## src/rtl/uart_tx_flow_pkg.sv

```systemverilog
package uart_tx_flow_pkg;

  localparam int OVS    = 16;  // ticks per bit
  localparam int DATA_W = 8;
  localparam int CNT_W  = 6;   // holds the longest stop interval (40 ticks)

  typedef enum logic [2:0] {
    FR_IDLE,
    FR_START,
    FR_DATA,
    FR_PAR,
    FR_STOP
  } fr_state_t;

  typedef struct packed {
    logic [1:0] len_sel;
    logic       par_en;
    logic       par_odd;
    logic [3:0] stop_sel;
  } fmt_t;

  // stop interval in ticks: low half of the code spans 9..16, high half 25..32,
  // plus half a bit for 5-bit characters
  function automatic logic [CNT_W-1:0] stop_ticks(input logic [3:0] sel,
                                                  input logic [1:0] len_sel);
    logic [CNT_W-1:0] t;
    t = {3'b000, sel[2:0]} + (sel[3] ? CNT_W'(2*OVS-7) : CNT_W'(OVS-7));
    if (len_sel == 2'd0) t = t + CNT_W'(OVS/2);
    return t;
  endfunction

  function automatic logic [DATA_W-1:0] len_mask(input logic [1:0] len_sel);
    return {DATA_W{1'b1}} >> (2'd3 - len_sel);
  endfunction

endpackage

```

## src/rtl/uart_tx_queue.sv

```systemverilog
module uart_tx_queue #(
  parameter int W     = 8,
  parameter int DEPTH = 16
) (
  input  logic         clk,
  input  logic         rst,
  input  logic         push,
  input  logic [W-1:0] push_data,
  input  logic         pop,
  output logic [W-1:0] head,
  output logic         full,
  output logic         empty
);
  localparam int AW = (DEPTH > 1) ? $clog2(DEPTH) : 1;
  localparam int CW = $clog2(DEPTH + 1);

  logic [W-1:0]  mem [DEPTH];
  logic [AW-1:0] wptr, rptr;
  logic [CW-1:0] count, count_nxt;
  logic          push_ok, pop_ok;

  assign push_ok = push && !full;
  assign pop_ok  = pop && !empty;

  always_comb begin
    count_nxt = count;
    if (push_ok && !pop_ok) count_nxt = count + CW'(1);
    else if (pop_ok && !push_ok) count_nxt = count - CW'(1);
  end

  always_ff @(posedge clk) begin
    if (push_ok) mem[wptr] <= push_data;
  end

  assign head = mem[rptr];

  always_ff @(posedge clk) begin
    if (rst) begin
      wptr  <= '0;
      rptr  <= '0;
      count <= '0;
      full  <= 1'b0;
      empty <= 1'b1;
    end else begin
      if (push_ok) wptr <= (wptr == AW'(DEPTH-1)) ? '0 : wptr + AW'(1);
      if (pop_ok)  rptr <= (rptr == AW'(DEPTH-1)) ? '0 : rptr + AW'(1);
      count <= count_nxt;
      full  <= (count_nxt == CW'(DEPTH));
      empty <= (count_nxt == '0);
    end
  end
endmodule

```

## src/rtl/uart_tx_framer.sv

```systemverilog
module uart_tx_framer
  import uart_tx_flow_pkg::*;
(
  input  logic              clk,
  input  logic              rst,
  input  logic              tick,
  input  fmt_t              fmt,
  input  logic              cts_en,
  input  logic              cts_n,
  input  logic              q_avail,
  input  logic [DATA_W-1:0] q_data,
  output logic              q_pop,
  output logic              txd,
  output logic              idle
);
  fr_state_t         state;
  logic [CNT_W-1:0]  cnt;
  logic [2:0]        bidx;
  logic [2:0]        last_q;
  logic [DATA_W-1:0] sh;
  logic              par_q;
  logic              par_en_q;
  logic [CNT_W-1:0]  stop_q;
  logic              bit_end, stop_end, clear, go;
  logic [DATA_W-1:0] masked;

  assign bit_end  = (cnt == CNT_W'(OVS-1));
  assign stop_end = (cnt == stop_q - CNT_W'(1));
  assign clear    = !cts_en || !cts_n;
  assign go       = tick && q_avail && clear &&
                    ((state == FR_IDLE) || ((state == FR_STOP) && stop_end));
  assign q_pop    = go;
  assign masked   = q_data & len_mask(fmt.len_sel);
  assign idle     = (state == FR_IDLE);

  always_ff @(posedge clk) begin
    if (rst) begin
      state    <= FR_IDLE;
      txd      <= 1'b1;
      cnt      <= '0;
      bidx     <= '0;
      last_q   <= '0;
      sh       <= '0;
      par_q    <= 1'b0;
      par_en_q <= 1'b0;
      stop_q   <= CNT_W'(OVS);
    end else if (tick) begin
      if (go) begin
        state    <= FR_START;
        txd      <= 1'b0;
        cnt      <= '0;
        bidx     <= '0;
        sh       <= masked;
        par_q    <= (^masked) ^ fmt.par_odd;
        par_en_q <= fmt.par_en;
        last_q   <= {1'b0, fmt.len_sel} + 3'd4;
        stop_q   <= stop_ticks(fmt.stop_sel, fmt.len_sel);
      end else begin
        case (state)
          FR_IDLE: cnt <= '0;
          FR_START: begin
            if (bit_end) begin
              state <= FR_DATA;
              txd   <= sh[0];
              sh    <= sh >> 1;
              cnt   <= '0;
            end else cnt <= cnt + CNT_W'(1);
          end
          FR_DATA: begin
            if (bit_end) begin
              cnt <= '0;
              if (bidx == last_q) begin
                if (par_en_q) begin
                  state <= FR_PAR;
                  txd   <= par_q;
                end else begin
                  state <= FR_STOP;
                  txd   <= 1'b1;
                end
              end else begin
                bidx <= bidx + 3'd1;
                txd  <= sh[0];
                sh   <= sh >> 1;
              end
            end else cnt <= cnt + CNT_W'(1);
          end
          FR_PAR: begin
            if (bit_end) begin
              state <= FR_STOP;
              txd   <= 1'b1;
              cnt   <= '0;
            end else cnt <= cnt + CNT_W'(1);
          end
          FR_STOP: begin
            if (stop_end) begin
              state <= FR_IDLE;
              cnt   <= '0;
            end else cnt <= cnt + CNT_W'(1);
          end
          default: state <= FR_IDLE;
        endcase
      end
    end
  end
endmodule

```

## src/rtl/uart_tx_rts.sv

```systemverilog
module uart_tx_rts #(
  parameter int HOLD = 16
) (
  input  logic clk,
  input  logic rst,
  input  logic tick,
  input  logic set_req,
  input  logic auto_en,
  input  logic drained,
  output logic rts_n
);
  localparam int HW = $clog2(HOLD + 1);
  logic [HW-1:0] cnt;

  always_ff @(posedge clk) begin
    if (rst) begin
      rts_n <= 1'b1;
      cnt   <= '0;
    end else if (set_req) begin
      rts_n <= 1'b0;
      cnt   <= '0;
    end else if (!drained || !auto_en || rts_n) begin
      cnt <= '0;
    end else if (tick) begin
      if (cnt == HW'(HOLD-1)) begin
        rts_n <= 1'b1;
        cnt   <= '0;
      end else cnt <= cnt + HW'(1);
    end
  end
endmodule

```

## src/rtl/uart_tx_flow.sv

```systemverilog
module uart_tx_flow
  import uart_tx_flow_pkg::*;
#(
  parameter int DEPTH = 16
) (
  input  logic       clk,
  input  logic       rst,
  input  logic       tick16,
  input  logic       wr_valid,
  input  logic [7:0] wr_data,
  input  logic [1:0] fmt_len,
  input  logic       par_en,
  input  logic       par_odd,
  input  logic [3:0] stop_sel,
  input  logic       cts_en,
  input  logic       cts_n,
  input  logic       auto_rts_en,
  input  logic       rts_set,
  output logic       txd,
  output logic       rts_n,
  output logic       tx_ready,
  output logic       tx_empty
);
  fmt_t              fmt;
  logic [DATA_W-1:0] q_head;
  logic              q_full, q_empty, q_pop, fr_idle;

  assign fmt = '{len_sel: fmt_len, par_en: par_en, par_odd: par_odd, stop_sel: stop_sel};

  uart_tx_queue #(.W(DATA_W), .DEPTH(DEPTH)) u_queue (
    .clk       (clk),
    .rst       (rst),
    .push      (wr_valid),
    .push_data (wr_data),
    .pop       (q_pop),
    .head      (q_head),
    .full      (q_full),
    .empty     (q_empty)
  );

  uart_tx_framer u_framer (
    .clk     (clk),
    .rst     (rst),
    .tick    (tick16),
    .fmt     (fmt),
    .cts_en  (cts_en),
    .cts_n   (cts_n),
    .q_avail (!q_empty),
    .q_data  (q_head),
    .q_pop   (q_pop),
    .txd     (txd),
    .idle    (fr_idle)
  );

  assign tx_ready = !q_full;
  assign tx_empty = q_empty && fr_idle;

  uart_tx_rts #(.HOLD(OVS)) u_rts (
    .clk     (clk),
    .rst     (rst),
    .tick    (tick16),
    .set_req (rts_set),
    .auto_en (auto_rts_en),
    .drained (tx_empty),
    .rts_n   (rts_n)
  );
endmodule

```

## config.mk

```make
export PLATFORM = sky130hd
export DESIGN_NAME = uart_tx_flow
export DESIGN_NICKNAME = d
export VERILOG_FILES = /design/src/rtl/uart_tx_flow_pkg.sv /design/src/rtl/uart_tx_queue.sv /design/src/rtl/uart_tx_framer.sv /design/src/rtl/uart_tx_rts.sv /design/src/rtl/uart_tx_flow.sv
export SDC_FILE = /design/constraint.sdc
export NUM_CORES = 1
export LEC_CHECK = 0
export BUFFER_PORTS_ARGS = -buffer_cell sky130_fd_sc_hd__buf_2
export CORE_MARGIN = 5
export CORE_UTILIZATION = 62
export CTS_BUF_LIST = sky130_fd_sc_hd__clkbuf_16
export DETAILED_ROUTE_END_ITERATION = 6
export GPL_TIMING_DRIVEN = 0
export PLACE_DENSITY = 0.8
export SLEW_MARGIN = 5
export SYNTH_ARGS = -nofsm -noshare
export SYNTH_HDL_FRONTEND = slang
export SYNTH_HIERARCHICAL = 1
export SYNTH_SLANG_ARGS = --single-unit
```

## constraint.sdc

```tcl
create_clock -name clk -period 4.1 [get_ports clk]
set_input_delay 0.41 -clock clk [delete_from_list [all_inputs] [get_ports clk]]
set_output_delay 0.41 -clock clk [all_outputs]
set_load 0.02 [all_outputs]
```

==> metrics.csv <==
stage,metric,value,unit
outcome,status,"finished, final reports clean",
placed_design,Port Buffer Count,27,
die,Initial Utilization,62.7,%
synth,Yosys top cell area share,46.8,%
sta,Least-Margin Pin Slew,0.759,ns
grt,global route overflow,0,
placed_design,pre-CTS WS,0.596,ns
placed_design,gpl congestion,0.895,
clock_network,Post-CTS Setup Bufs,0,
power_and_ir_drop,Power Density,438,mW/mm^2
synth,simple logic cell fraction of the synthesized area,9.99,%
synth,ys async rst share,0,%
clock_network,post_cts resized,0,
grt,vias in the first global route,4768,
grt,global-route wire length before repair,26300,um
critical_path,crit path DAT,3.83,ns
cells_and_area,Ant. Diodes,0,
critical_path,"delay-heaviest family, CP",compound AO/OA/AOI/OAI gates,
synth,post-synth top area cell,edfxtp_1,
die,Die Y-Extent,125,um
synth,Synth Area in Adders,2.13,%
min_path,hold path cells,2,
placed_design,DPL Wire Length,11000,um
grt,largest net degree at the start of global routing,19,
critical_path,Slowest cell on crit path,dfxtp_1,
cells_and_area,Area Growth Syn to Fin,11.1,%
grt,GRT Overall Usage,21.9,%
sta,Final period util,86.1,%
cells_and_area,Final nets,640,
detailed_routing,vias after detailed routing,4904,
cells_and_area,most frequent cells in the layout,"128 x edfxtp_1, 57 x dfxtp_1, 39 x nor2_1",
detailed_routing,drt drc,0,
critical_path,WP buf/inv,3,
synth,count of different cell masters after synthesis,66,
clock_network,total CTS buffers,17,
critical_path,Worst setup EP type,flip-flop,
power_and_ir_drop,total power,3.99,mW
synth,Main synth FF type,edfxtp_1,
sta,RSZ-0062 raised after global routing,false,
run,Max Cap Viol,0,
critical_path,reg2reg end,u_queue/empty$_SDFF_PP1_,
detailed_routing,Routed wire per std cell,20.9,um
sta,Final Slew Violations,0,
synth,total number of yosys warnings,6,
synth,Post-Syn Instances,556,
sta,"Min Clock Period, post-route",3.53,ns
clock_network,"Clk Latency, worst-skew pair",0.43,ns
synth,complex-gate fraction of the synthesized area,7.29,%
sta,worst hold slack,0.235,ns
sta,Final Setup Violations,0,
die,die area,0.0156,mm^2
clock_network,"Hold-fix buffers, CTS",0,
die,Die Width,125,um
power_and_ir_drop,maximum VDD drop,395,uV
critical_path,crit path cell chain,"inv_1, ha_1, o21ba_1, a221o_1, a31o_1, a21oi_2, buf_6, buf_6, nor2b_1, nand2_1, and3_1, o32ai_1, o31ai_1",
synth,Syn Area/Cell,14.8,um^2
critical_path,FF-to-FF Start,u_framer/stop_q[0]$_SDFFE_PP0P_,
cells_and_area,Filler cells,852,
critical_path,WP data required,4.40,ns
cells_and_area,share of layout cells above drive strength 1,16.8,%
synth,largest cells by area after synthesis,"edfxtp_1 47%, dfxtp_1 14%, mux4_1 7.7%, mux4_2 4.4%, ha_1 2.1%",
critical_path,CP max FO,11,
synth,largest family of logic cells by synthesized area,multiplexers,
die,io pins,28,
sta,Setup TNS,0,ns
detailed_routing,Initial DRC Count,317,
synth,Synth Area in XOR/XNOR,3.42,%
sta,Clock Skews,0.0160,ns
power_and_ir_drop,P_leak,3.03,nW
grt,antenna violations before repair,0,
synth,Syn Std Cell Area,0.00821,mm^2
clock_network,CTS tree,done,
clock_network,CTS H-tree lvls,4,
critical_path,Startpoint Class,flip-flop,
critical_path,Max stage delay on crit path,0.42,ns
min_path,hold_sp,stop_sel[0],
sta,max_slew headroom,49.4,%
detailed_routing,"wirelength, routed",16500,um
synth,Synth Net Count,594,
clock_network,clock-pin slew on the worst setup and hold paths,0.07,ns
sta,final worst setup slack,0.570,ns
critical_path,r2r worst-path depth,13,
die,core area,0.0131,mm^2
die,FP Rows,42,
synth,multiplexer area fraction after synthesis,13.5,%
sta,fmax,0.283,GHz
detailed_routing,Via density,6.21,
min_path,"Endpoint, Worst Hold",u_framer/stop_q[0]$_SDFFE_PP0P_,
detailed_routing,ANT nets after route,0,
synth,Yosys reg bits,185,
synth,Post-synth EDFFs,128,
min_path,HP Class,primary input to flip-flop,
cells_and_area,"commonest non-fill, non-tap cell in the layout",edfxtp_1,
clock_network,root buf cell,clkbuf_16,
detailed_routing,drt first pass iters,5,
sta,"Hold Vio Cnt, Final",0,
critical_path,"most used cell, CP",buf_6,
clock_network,clock buffer depth,2,
synth,register area share after synthesis,60.7,%
clock_network,TritonCTS Sinks,185,
critical_path,Worst R2R Setup Slack,0.57,ns
critical_path,crit path kind,flip-flop to flip-flop,
[worst max path at each step]
stage                                         start                       end  slack, ns  cells after the start
global route        u_framer/stop_q[0]$_SDFFE_PP0P_   u_queue/full$_SDFF_PP0_       0.36                     13
detailed placement  u_framer/stop_q[0]$_SDFFE_PP0P_  u_queue/empty$_SDFF_PP1_       0.60                     13
finish              u_framer/stop_q[0]$_SDFFE_PP0P_  u_queue/empty$_SDFF_PP1_       0.57                     13
global placement    u_framer/stop_q[0]$_SDFFE_PP0P_  u_queue/empty$_SDFF_PP1_       0.69                     13
CTS                 u_framer/stop_q[0]$_SDFFE_PP0P_  u_queue/empty$_SDFF_PP1_       0.57                     13
floorplan           u_framer/stop_q[0]$_SDFFE_PP0P_  u_queue/empty$_SDFF_PP1_       1.15                     13
[per-stage QoR]
step	utilization (%)	cell area [um^2]	instances
detailed placement	65.4	8560	759
finish	69.7	9120	790
floorplan	-	8210	556
global placement	65.4	8560	759
global route	69.7	9120	790
CTS	69.7	9120	790
[cell usage after synthesis (all sizes together) (14+ instances only)]
cell type and n:
edfxtp 128, dfxtp 57, mux4 40, nor2 39
nand2 29, a21oi 19, and2 19, nand3 18
xnor2 18, inv 16, buf 15, ha 14
xor2 14
[worst register-to-register path, stage by stage, from the launching register on]
cell and delay, ns:
dfxtp_1 0.42, inv_1 0.07, ha_1 0.25, o21ba_1 0.18, a221o_1 0.38, a31o_1 0.24, a21oi_2 0.20, buf_6 0.21
buf_6 0.18, nor2b_1 0.39, nand2_1 0.18, and3_1 0.20, o32ai_1 0.41, o31ai_1 0.11
[kinds of logic after synthesis]
| family | count (synthesis) |
|---|---|
| adder cells (fa/ha/maj) | 14 |
| buffers and inverters | 40 |
| AND/OR/NAND/NOR | 157 |
| flip-flops | 185 |
| XOR/XNOR | 32 |
| multiplexers | 52 |
| AO/OA/AOI/OAI | 76 |
[power by group]
group          switching, mW  total [mW]  leakage, nW  internal, mW
clock                  0.741        1.54        0.264         0.801
sequential            0.0350        2.07         1.62          2.04
combinational          0.214       0.375         1.15         0.162
total                  0.990        3.99         3.03          3.00
[layout make-up]
cell class                      instances  area [um^2]  share of cell area, %
Clock inverter                         14          134                   1.47
Tap cell                              176          220                   2.41
Buffer                                 24          178                   1.95
Timing Repair Buffer                   27          135                   1.48
Multi-Input combinational cell        331         2980                   32.7
Inverter                               16         60.1                  0.658
Sequential cell                       185         4980                   54.7
Clock buffer                           17          425                   4.66
[state kept, by name, summed over array words and instances, names as in the netlist, 3 cells and up, named ones only]
register,count
u_framer/bidx,3
u_framer/cnt,6
u_framer/last_q,3
u_framer/sh,8
u_framer/state,3
u_framer/stop_q,6
u_queue/count,5
u_queue/mem,128
u_queue/rptr,4
u_queue/wptr,4
u_rts/cnt,5
[layer usage]
layer / wire [um] / up-vias / global-route usage [%]
li1: - / 2257 / -
met4: 271 / 0 / 6.70
met1: 6820 / 2398 / 29.4
met2: 8290 / 228 / 36.6
met3: 1090 / 21 / 4.22
met5: 0 / - / 0
Note: power is estimated with default switching activity, not from simulation.
